## config.mk

```make
export PLATFORM = sky130hd
export DESIGN_NAME = ddr2_pwrup_seq
export DESIGN_NICKNAME = d
export VERILOG_FILES = /design/src/rtl/ddr2_init_pkg.sv /design/src/rtl/ddr2_bank_shift.sv /design/src/rtl/ddr2_init_timer.sv /design/src/rtl/ddr2_pwrup_seq.sv
export SDC_FILE = /design/constraint.sdc
export NUM_CORES = 1
export LEC_CHECK = 0
export BUFFER_PORTS_ARGS = -buffer_cell sky130_fd_sc_hd__clkbuf_2
export CELL_PAD_IN_SITES_DETAIL_PLACEMENT = 1
export CELL_PAD_IN_SITES_GLOBAL_PLACEMENT = 1
export CORE_ASPECT_RATIO = 0.8
export CORE_MARGIN = 1
export CORE_UTILIZATION = 35
export DETAILED_ROUTE_END_ITERATION = 16
export PLACE_DENSITY = 0.8
export SKIP_CTS_REPAIR_TIMING = 1
export SYNTH_ARGS = -nofsm -noshare
export SYNTH_HDL_FRONTEND = slang
export SYNTH_SLANG_ARGS = --single-unit
```

## constraint.sdc

```tcl
create_clock -name clk -period 2.9 [get_ports clk]
set_input_delay 0.435 -clock clk [delete_from_list [all_inputs] [get_ports clk]]
set_output_delay 0.435 -clock clk [all_outputs]
set_load 0.05 [all_outputs]
```

## src/rtl/ddr2_init_pkg.sv

```systemverilog
package ddr2_init_pkg;

    // {cs_n, ras_n, cas_n, we_n}
    typedef enum logic [3:0] {
        CMD_MRS = 4'b0000,
        CMD_REF = 4'b0001,
        CMD_PRE = 4'b0010,
        CMD_NOP = 4'b0111
    } ddr_cmd_e;

    typedef enum logic [1:0] {
        PH_WAIT = 2'd0,
        PH_RUN  = 2'd1,
        PH_DONE = 2'd2
    } init_phase_e;

    typedef enum logic [3:0] {
        K_PREA,
        K_EMR2,
        K_EMR3,
        K_EMR1_DLL,
        K_MR_DLLRST,
        K_REF,
        K_MR_RUN,
        K_EMR1_OCDCAL,
        K_EMR1_OCDEXIT
    } step_kind_e;

    localparam int NUM_STEPS = 11;
    localparam int STEP_W    = $clog2(NUM_STEPS);

    // Order of the power-up commands; index 0 is issued first.
    function automatic step_kind_e step_kind(input logic [STEP_W-1:0] idx);
        case (idx)
            4'd0:    return K_PREA;
            4'd1:    return K_EMR2;
            4'd2:    return K_EMR3;
            4'd3:    return K_EMR1_DLL;
            4'd4:    return K_MR_DLLRST;
            4'd5:    return K_PREA;
            4'd6:    return K_REF;
            4'd7:    return K_REF;
            4'd8:    return K_MR_RUN;
            4'd9:    return K_EMR1_OCDCAL;
            default: return K_EMR1_OCDEXIT;
        endcase
    endfunction

endpackage

```

## src/rtl/ddr2_bank_shift.sv

```systemverilog
module ddr2_bank_shift #(
    parameter int COL_W    = 2,
    parameter int ROW_W    = 2,
    parameter int SHIFT_W  = 5,
    parameter int COL_BASE = 9,
    parameter int ROW_BASE = 11
) (
    input  logic [COL_W-1:0]   col_i,
    input  logic [ROW_W-1:0]   row_i,
    input  logic               seq_i,
    input  logic               wide_i,
    output logic [SHIFT_W-1:0] shift_o
);

    logic [SHIFT_W-1:0] sh;

    always_comb begin
        sh = SHIFT_W'(COL_BASE) + SHIFT_W'(col_i);
        if (seq_i) begin
            sh = sh + SHIFT_W'(ROW_BASE) + SHIFT_W'(row_i);
        end
        sh = sh + (wide_i ? SHIFT_W'(2) : SHIFT_W'(1));
    end

    assign shift_o = sh;

endmodule

```

## src/rtl/ddr2_init_timer.sv

```systemverilog
module ddr2_init_timer #(
    parameter int TW      = 16,
    parameter int RST_VAL = 100
) (
    input  logic          clk,
    input  logic          rst_n,
    input  logic          load_i,
    input  logic [TW-1:0] load_val_i,
    output logic          expired_o
);

    logic [TW-1:0] cnt_d, cnt_q;

    always_comb begin
        cnt_d = cnt_q;
        if (load_i) begin
            cnt_d = load_val_i;
        end else if (cnt_q != '0) begin
            cnt_d = cnt_q - TW'(1);
        end
    end

    always_ff @(posedge clk or negedge rst_n) begin
        if (!rst_n) cnt_q <= TW'(RST_VAL);
        else        cnt_q <= cnt_d;
    end

    assign expired_o = (cnt_q == '0);


    no_reload_while_busy_chk: assert property (@(posedge clk) disable iff (!rst_n)
        load_i |-> expired_o);

endmodule

```

## src/rtl/ddr2_pwrup_seq.sv

```systemverilog
module ddr2_pwrup_seq
    import ddr2_init_pkg::*;
#(
    parameter int CLK_MHZ     = 125,
    parameter int WAIT_US     = 200,
    parameter int T_MRD       = 2,
    parameter int T_RP        = 3,
    parameter int T_RFC       = 8,
    parameter int ADDR_W      = 14,
    parameter int BA_W        = 3,
    parameter int COL_W       = 2,
    parameter int ROW_W       = 2,
    parameter int SYS_W       = 32,
    parameter int REFI_W      = 12,
    parameter int AP_BIT      = 10,
    parameter int DLL_RST_BIT = 8,
    parameter int OCD_LSB     = 7,
    parameter logic [ADDR_W-1:0] MR_BASE   = 'h0242,
    parameter logic [ADDR_W-1:0] EMR1_BASE = 'h0004
) (
    input  logic              clk,
    input  logic              rst_n,
    input  logic [COL_W-1:0]  cfg_col,
    input  logic [ROW_W-1:0]  cfg_row,
    input  logic              cfg_seq_map,
    input  logic              cfg_wide,
    input  logic [REFI_W-1:0] cfg_refi,
    output logic              cs_n,
    output logic              ras_n,
    output logic              cas_n,
    output logic              we_n,
    output logic [BA_W-1:0]   ba,
    output logic [ADDR_W-1:0] addr,
    output logic [SYS_W-1:0]  sys_addr,
    output logic              init_done,
    output logic [REFI_W-1:0] refi_q
);

    localparam int WAIT_CYC = CLK_MHZ * WAIT_US;
    localparam int TW       = $clog2(WAIT_CYC + 1);
    localparam int SHIFT_W  = $clog2(SYS_W);
    localparam int COL_BASE = 9;
    localparam int ROW_BASE = 11;
    localparam int SH_MIN   = COL_BASE + 1;
    localparam int SH_MAX   = COL_BASE + (2**COL_W - 1) + ROW_BASE + (2**ROW_W - 1) + 2;
    localparam logic [STEP_W-1:0] LAST_STEP = STEP_W'(NUM_STEPS - 1);
    localparam logic [ADDR_W-1:0] DLL_RST_MASK = ADDR_W'(1) << DLL_RST_BIT;
    localparam logic [ADDR_W-1:0] OCD_MASK     = ADDR_W'(7) << OCD_LSB;

    typedef struct packed {
        init_phase_e       phase;
        logic [STEP_W-1:0] step;
        ddr_cmd_e          cmd;
        logic [BA_W-1:0]   ba;
        logic [ADDR_W-1:0] addr;
        logic [SYS_W-1:0]  sys_addr;
        logic              done;
        logic [REFI_W-1:0] refi;
    } seq_state_t;

    seq_state_t s_d, s_q;

    logic [SHIFT_W-1:0] shift;
    logic               tmr_expired;
    logic               tmr_load;
    logic [TW-1:0]      tmr_val;

    // decode of the step that would issue next
    logic [STEP_W-1:0] nx_step;
    step_kind_e        nx_kind;
    ddr_cmd_e          nx_cmd;
    logic [BA_W-1:0]   nx_ba;
    logic [ADDR_W-1:0] nx_addr;
    logic [TW-1:0]     nx_gap;

    ddr2_bank_shift #(
        .COL_W   (COL_W),
        .ROW_W   (ROW_W),
        .SHIFT_W (SHIFT_W),
        .COL_BASE(COL_BASE),
        .ROW_BASE(ROW_BASE)
    ) u_shift (
        .col_i  (cfg_col),
        .row_i  (cfg_row),
        .seq_i  (cfg_seq_map),
        .wide_i (cfg_wide),
        .shift_o(shift)
    );

    ddr2_init_timer #(
        .TW     (TW),
        .RST_VAL(WAIT_CYC - 1)
    ) u_timer (
        .clk       (clk),
        .rst_n     (rst_n),
        .load_i    (tmr_load),
        .load_val_i(tmr_val),
        .expired_o (tmr_expired)
    );

    always_comb begin
        nx_step = (s_q.phase == PH_WAIT) ? '0 : s_q.step + STEP_W'(1);
        nx_kind = step_kind(nx_step);
        nx_cmd  = CMD_MRS;
        nx_ba   = '0;
        nx_addr = '0;
        nx_gap  = TW'(T_MRD - 1);
        case (nx_kind)
            K_PREA: begin
                nx_cmd  = CMD_PRE;
                nx_addr = ADDR_W'(1) << AP_BIT;
                nx_gap  = TW'(T_RP - 1);
            end
            K_REF: begin
                nx_cmd  = CMD_REF;
                nx_gap  = TW'(T_RFC - 1);
            end
            K_EMR2:         nx_ba = BA_W'(2);
            K_EMR3:         nx_ba = BA_W'(3);
            K_EMR1_DLL: begin
                nx_ba   = BA_W'(1);
                nx_addr = EMR1_BASE & ~OCD_MASK;
            end
            K_MR_DLLRST:    nx_addr = MR_BASE | DLL_RST_MASK;
            K_MR_RUN:       nx_addr = MR_BASE & ~DLL_RST_MASK;
            K_EMR1_OCDCAL: begin
                nx_ba   = BA_W'(1);
                nx_addr = EMR1_BASE | OCD_MASK;
            end
            default: begin
                nx_ba   = BA_W'(1);
                nx_addr = EMR1_BASE & ~OCD_MASK;
            end
        endcase
    end

    always_comb begin
        s_d          = s_q;
        s_d.cmd      = CMD_NOP;
        s_d.ba       = '0;
        s_d.addr     = '0;
        s_d.sys_addr = '0;
        tmr_load     = 1'b0;
        tmr_val      = nx_gap;
        case (s_q.phase)
            PH_WAIT, PH_RUN: begin
                if (tmr_expired) begin
                    if (s_q.phase == PH_RUN && s_q.step == LAST_STEP) begin
                        s_d.phase = PH_DONE;
                        s_d.done  = 1'b1;
                        s_d.refi  = cfg_refi;
                    end else begin
                        s_d.phase    = PH_RUN;
                        s_d.step     = nx_step;
                        s_d.cmd      = nx_cmd;
                        s_d.ba       = nx_ba;
                        s_d.addr     = nx_addr;
                        s_d.sys_addr = SYS_W'(nx_ba) << shift;
                        tmr_load     = 1'b1;
                    end
                end
            end
            default: ;
        endcase
    end

    always_ff @(posedge clk or negedge rst_n) begin
        if (!rst_n) begin
            s_q.phase    <= PH_WAIT;
            s_q.step     <= '0;
            s_q.cmd      <= CMD_NOP;
            s_q.ba       <= '0;
            s_q.addr     <= '0;
            s_q.sys_addr <= '0;
            s_q.done     <= 1'b0;
            s_q.refi     <= '0;
        end else begin
            s_q <= s_d;
        end
    end

    assign {cs_n, ras_n, cas_n, we_n} = s_q.cmd;
    assign ba        = s_q.ba;
    assign addr      = s_q.addr;
    assign sys_addr  = s_q.sys_addr;
    assign init_done = s_q.done;
    assign refi_q    = s_q.refi;


    wait_quiet_chk: assert property (@(posedge clk) disable iff (!rst_n)
        (s_q.phase == PH_WAIT) |-> ({cs_n, ras_n, cas_n, we_n} == 4'b0111));


    nop_after_cmd_chk: assert property (@(posedge clk) disable iff (!rst_n)
        ({cs_n, ras_n, cas_n, we_n} != 4'b0111) |=> ({cs_n, ras_n, cas_n, we_n} == 4'b0111));


    idle_after_done_chk: assert property (@(posedge clk) disable iff (!rst_n)
        init_done |-> ({cs_n, ras_n, cas_n, we_n} == 4'b0111 && ba == '0));


    done_sticky_chk: assert property (@(posedge clk) disable iff (!rst_n)
        init_done |=> init_done);


    bank_only_mode_chk: assert property (@(posedge clk) disable iff (!rst_n)
        (ba != '0) |-> ({cs_n, ras_n, cas_n, we_n} == 4'b0000));


    sys_zero_chk: assert property (@(posedge clk) disable iff (!rst_n)
        (ba == '0) |-> (sys_addr == '0));


    shift_range_chk: assert property (@(posedge clk) disable iff (!rst_n)
        (shift >= SHIFT_W'(SH_MIN)) && (shift <= SHIFT_W'(SH_MAX)));

endmodule

```

# After elaboration in Yosys (flattened, before gate mapping)
# Memories as Yosys holds them, arrays and structs flattened.
# Cells that the tools add are included.
dict set report totals {
  regBits 87
  latch_bits 0
  ramBits 0
  romBits 64
  in_bits 20
  word_cells 55
  mem_count 1
}
dict set report op_classes {
  add_sub_neg 6
  n_mul 0
  div_mod_pow 0
  order_cmp 0
  n_eq_ne 8
  n_shift 1
  mux 17
  n_bitwise 1
  n_reduce_logical 12
}
# memory depth word_bits rd rd_clocked_by_memory_dff wr line_no
set memory_table {}
lappend memory_table {{(no name shown)} 16 4 1 0 0 ddr2_init_pkg.sv:34} ;# case (idx)
# operator n
set op_table {}
lappend op_table {{66-bit two-way mux} 2}
lappend op_table {{11-bit case mux with 5 select lines} 1}
lappend op_table {{52-bit two-way mux} 1}
lappend op_table {{3-bit by 5-bit left shift with 32-bit output} 1}
lappend op_table {{15-bit two-way mux} 2}
lappend op_table {{4-bit by 3-bit == test with 1-bit output, second input constant} 4}
lappend op_table {{15-bit logical NOT} 1}
lappend op_table {{15-bit nonzero test} 1}
lappend op_table {{15-bit by 1-bit subtractor with 15-bit output, second input constant} 1}
lappend op_table {{13-bit two-way mux} 1}
lappend op_table {{2-bit case mux with 3 select lines} 1}
lappend op_table {{3-bit case mux with 2 select lines} 1}
lappend op_table {{3-bit AND reduction} 2}
lappend op_table {{4-bit by 2-bit adder with 5-bit output, first input constant} 1}
lappend op_table {{5-bit by 2-bit adder with 5-bit output} 1}
lappend op_table {{5-bit by 4-bit adder with 5-bit output, second input constant} 1}
lappend op_table {{5-bit adder} 1}
lappend op_table {{5-bit two-way mux} 1}
lappend op_table {{4-bit by 1-bit adder with 4-bit output, second input constant} 1}
lappend op_table {{4-bit by 1-bit == test with 1-bit output, second input constant} 1}
lappend op_table {{4-bit by 2-bit == test with 1-bit output, second input constant} 1}
lappend op_table {{4-bit == test, second input constant} 1}
lappend op_table {{4-bit logical NOT} 1}
lappend op_table {{2-bit two-way mux} 2}
lappend op_table {{12 further kinds} 14}

# Longest topological paths before layout
# An unclocked memory read counts as a cell.
dict set report logic_depth {
  depth_word 10
  ltp_mapped 15
  ltp_nobuf 14
}

# Cells and area by module
# Synthesis repeated with hierarchy kept, for this count alone.
dict set report unflattened {
  hier_cells 366
  hier_area_um2 3990.1
}
# module instances cells_per_inst area_per_inst_um2 seq_area_each_um2
set modules_own_cells {}
lappend modules_own_cells {ddr2_pwrup_seq 1 257 2896.5 1555.2}
lappend modules_own_cells {ddr2_init_timer 1 79 839.6 385.4}
lappend modules_own_cells {ddr2_bank_shift 1 30 254.0 0.0}

# Least setup slack after synthesis
# OpenSTA, ideal clock, no wires.
dict set report synth_timing {
  kind {input port to flip-flop}
  start {in cfg_col[0]}
  end {reg, netlist name sys_addr[16]}
  setup_time_ps 87
  arrival_ps 2977
  setup_slack_ps -164
  path_stages 15
  n_path_buf 1
  path_cell_list {ha_1 inv_1 ha_1 inv_1 ha_1 nand2_1 o21ai_0 inv_1 fa_1 nand3b_1 nand2_1 o21ai_0 or3_1 clkbuf_1 o22ai_1}
}
# element line_no
set synth_rtl {}
lappend synth_rtl {{start, declared} ddr2_pwrup_seq.sv:23} ;# input logic [COL_W-1:0] cfg_col,

==> tab_implementation.tex <==
\begin{tabular}{lr}
\hline
Metric & Value \\
\hline
\multicolumn{2}{l}{\textbf{Synthesis}} \\
\quad Async set-or-reset flop fraction in the synthesized netlist & 1.00 \\
\quad Synthesized area per cell & 10.5 um\^{}2 \\
\quad Count of different cell masters after synthesis & 55 \\
\quad Gate count after technology mapping & 377 \\
\quad Register bit total from synthesis & 77 \\
\quad Top flip-flop cell by instance count after synthesis & dfrtp\_1 \\
\quad Number of synthesized flops with an enable pin & 0 \\
\quad Yosys synthesis warning count & 0 \\
\quad Mapped Area & 3970 um\^{}2 \\
\quad Share of the yosys chip area belonging to registers & 0.489 \\
\multicolumn{2}{l}{\textbf{Route}} \\
\quad Total via count in the routed design & 2782 \\
\quad WL per Instance & 16.5 um \\
\quad Total wirelength of the detailed-routed design & 9360 um \\
\quad Post-detailed-route DRC marker count & 0 \\
\quad Total iterations of the first detailed-routing run & 4 \\
\quad Detailed Route Iter0 Violations & 107 \\
\quad Post-route antenna net violation count & 0 \\
\quad Via-per-instance ratio & 4.91 \\
\multicolumn{2}{l}{\textbf{Clock network}} \\
\quad Clock tree from TritonCTS & done \\
\quad Inserted Clock Buffers & 9 \\
\quad Count of clock tree sinks & 77 \\
\quad Number of H-tree branching levels & 3 \\
\quad Post-CTS clock slew at the launch and capture registers of the worst setup and hold paths & 0.06 ns \\
\quad Buffer levels on the longest clock path & 2 \\
\quad Root buf cell & clkbuf\_16 \\
\quad Insertion delay to the later sink of the worst-skew pair & 0.33 ns \\
\multicolumn{2}{l}{\textbf{GRT}} \\
\quad Global-route usage over all layers & 0.168 \\
\quad Vias in the first global route & 2961 \\
\quad Largest net degree at the start of global routing & 78 \\
\quad First-pass GRT wire length & 15300 um \\
\quad Number of antenna violations at the first check in global routing & 0 \\
\quad Final global-route overflow total & 0 \\
\multicolumn{2}{l}{\textbf{STA}} \\
\quad Slew Limit Headroom & 0.363 \\
\quad Fmax & 362 MHz \\
\quad Final setup vio count & 0 \\
\quad RSZ-0062 raised after global routing & yes \\
\quad Number of max-slew violations in the final report & 0 \\
\quad Final sum of negative setup slack & 0 ns \\
\quad Slew at the pin with the worst max-slew slack & 0.955 ns \\
\quad Final hold violations & 0 \\
\quad Layout Skew & 0.00787 ns \\
\quad Clock period minus final worst setup slack & 2.76 ns \\
\quad Period utilisation layout & 0.952 \\
\quad Hold Worst Slack & 0.234 ns \\
\multicolumn{2}{l}{\textbf{Layout}} \\
\quad Total of fill cells in the finished design & 1234 \\
\quad Net count reported at finish & 449 \\
\quad Relative area change from synthesis to final layout & 16.6\% \\
\quad Area of the multi-input gates & 1560 um\^{}2 \\
\quad Fraction of final layout cells with drive strength greater than 1 & 0.385 \\
\quad Final standard cell area without fillers & 4630 um\^{}2 \\
\quad Storage cell area & 1940 um\^{}2 \\
\quad Antenna diodes & 0 \\
\multicolumn{2}{l}{\textbf{Pwr}} \\
\quad Reported net switching power & 0.691 mW \\
\quad Clock Power Share & 0.465 \\
\quad Net switching share of the total power & 0.251 \\
\quad Pleak & 2.26 nW \\
\quad Worst voltage drop across the vdd grid & 289 uV \\
\quad Pint & 2.06 mW \\
\quad Combinational cell fraction of total power & 0.140 \\
\quad Power per standard cell area & 595 nW/um\^{}2 \\
\quad Total power of the final layout & 2.76 mW \\
\quad Fraction of power consumed by sequential logic & 0.395 \\
\multicolumn{2}{l}{\textbf{Floorplan}} \\
\quad Boundary Pins & 86 \\
\quad Number of placement rows & 34 \\
\quad Core Area & 11000 um\^{}2 \\
\quad Die outline area & 11800 um\^{}2 \\
\quad Initial Util & 0.362 \\
\quad Die Width & 121 um \\
\quad Die span in y & 97.3 um \\
\multicolumn{2}{l}{\textbf{Worst setup path}} \\
\quad Largest fanout of any net on the critical path & 8 \\
\quad Critical setup path kind & input port to flip-flop \\
\quad Worst Setup Start Kind & input port \\
\quad Sequence of cells on the critical path & clkbuf\_2 -> ha\_1 -> inv\_1 -> ha\_1 -> inv\_1 -> ha\_1 -> nand2\_1 -> o21ai\_2 -> inv\_1 -> fa\_2 -> nand3b\_1 -> nand2\_1 -> o21ai\_2 -> or3\_4 -> o22ai\_1 \\
\quad Slowest stage delay, CP & 0.40 ns \\
\quad Arrival time worst endpoint & 3.00 ns \\
\quad Sort of element at the end of the critical path & flip-flop \\
\quad Slowest-stage cell, CP & or3\_4 \\
\quad Data required time of the worst path & 3.14 ns \\
\multicolumn{2}{l}{\textbf{Min path}} \\
\quad Worst min-delay path category & input port to asynchronous set/reset pin \\
\multicolumn{2}{l}{\textbf{Run}} \\
\quad Max capacitance violation total & 0 \\
\multicolumn{2}{l}{\textbf{Placed design}} \\
\quad Count of port buffers added during placement & 76 \\
\quad GP Congestion & 0.818 \\
\quad Post-DP HPWL & 6460 um \\
\quad Placed standard-cell area & 4220 um\^{}2 \\
\multicolumn{2}{l}{\textbf{Outcome}} \\
\quad Result of the run & finished, final reports clean \\
\hline
\end{tabular}
## Yosys cell counts, types with 6 or more instances
cell type	n	area, um^2
nand3_1	8	40.0
xor2_1	7	61.3
dfstp_2	11	289
nor2_1	15	56.3
nand2_1	24	90.1
buf_4	62	465
dfrtp_1	66	1650
o21ai_0	9	45.0
inv_1	12	45.0
or3_1	6	37.5
nor3_1	30	150
a21oi_1	17	85.1
mux2_4	8	120
clkbuf_1	9	33.8
xnor2_1	10	87.6
ha_1	9	113
## registers in the layout, indices dropped and copies added (netlist names)
name	flops
addr	6
ba	2
cas_n	1
init_done	1
ras_n	1
refi_q	12
s_q	6
sys_addr	32
u_timer.cnt_q	15
we_n	1
## worst max-delay path: cells and delay by family
kind | cells | cell delay (ns)
AOI/OAI and AO/OA | 3 | 0.39
adders and majority gates | 4 | 1.17
buffers and inverters | 4 | 0.27
and+or+nand+nor | 4 | 0.72
## path summary, 6_finish.rpt
kind                             start                end  slack [ns]  cells past startpoint
setup / recovery            cfg_col[0]       sys_addr[16]        0.14                     15
hold / removal                   rst_n  u_timer.cnt_q[12]        0.23                      1
setup reg to reg               s_q[66]       sys_addr[20]        0.19                      6
hold reg to reg              init_done          init_done        0.48                      1
max in group asynchronous        rst_n       sys_addr[19]        2.03                      1
min in group clk           cfg_refi[3]          refi_q[3]        0.33                      2
## placed cells by master (no fill, tap or decap), types with 5 or more instances in the layout
| cell type | n |
|---|---|
| inv_1 | 12 |
| ha_1 | 9 |
| a21oi_1 | 15 |
| buf_4 | 24 |
| conb_1 | 9 |
| dfrtp_1 | 66 |
| nor3_1 | 29 |
| nor2_1 | 14 |
| clkbuf_2 | 75 |
| nand3_1 | 7 |
| mux2_4 | 8 |
| xnor2_1 | 9 |
| nand3b_1 | 5 |
| dfstp_2 | 11 |
| a21o_1 | 5 |
| o21ai_0 | 7 |
| xor2_1 | 5 |
| nand2_1 | 24 |
| clkbuf_16 | 9 |
## power by group through the flow
stage | registers [mW] | logic, mW | clock network, mW
6_report | 1.09 | 0.386 | 1.28
5_1_grt | 1.09 | 0.419 | 1.35
2_1_floorplan | 1.11 | 0.235 | 0
3_5_place_dp | 1.11 | 0.359 | 0
4_1_cts | 1.09 | 0.363 | 1.30
3_3_place_gp | 1.11 | 0.344 | 0
## metal layers
metal / part of all wire / track usage / vias up
met3: 0.042 / 0.0417 / 12
met5: 0 / 0 / -
met2: 0.50 / 0.276 / 62
met1: 0.45 / 0.221 / 1418
met4: 0.012 / 0.0399 / 0
li1: - / - / 1290
## kinds of logic (layout without fill, tap and decap cells)
family                   count (synthesis)  in the layout  share of synthesized area
AO/OA/AOI/OAI                           50             50                     0.0778
XOR/XNOR                                17             17                     0.0375
adder cells (fa/ha/maj)                 11             11                     0.0384
buffers and inverters                   91            129                      0.151
flip-flops                              77             77                      0.489
multiplexers                            14             14                     0.0466
other                                    1              9                   0.000944
AND/OR/NAND/NOR                        116            116                      0.159
## metrics by stage
step | setup slack (ns) | util | std cells
after detailed placement | -0.361 | 0.384 | 551
final | 0.139 | 0.422 | 567
after global routing | -0.0182 | 0.422 | 567
after floorplan | -0.0244 | - | 385
after global placement | -0.171 | 0.384 | 551
after CTS | -0.0394 | 0.415 | 567
## area by class of cell
type / count / share of cell area
Clock inverter: 6 / 0.0240
Timing Repair Buffer: 99 / 0.120
Inverter: 14 / 0.0113
Multi-Input combinational cell: 217 / 0.337
Clock buffer: 10 / 0.0494
Tap cell: 144 / 0.0389
Sequential cell: 77 / 0.419
Note: power is estimated with default switching activity, not from simulation.
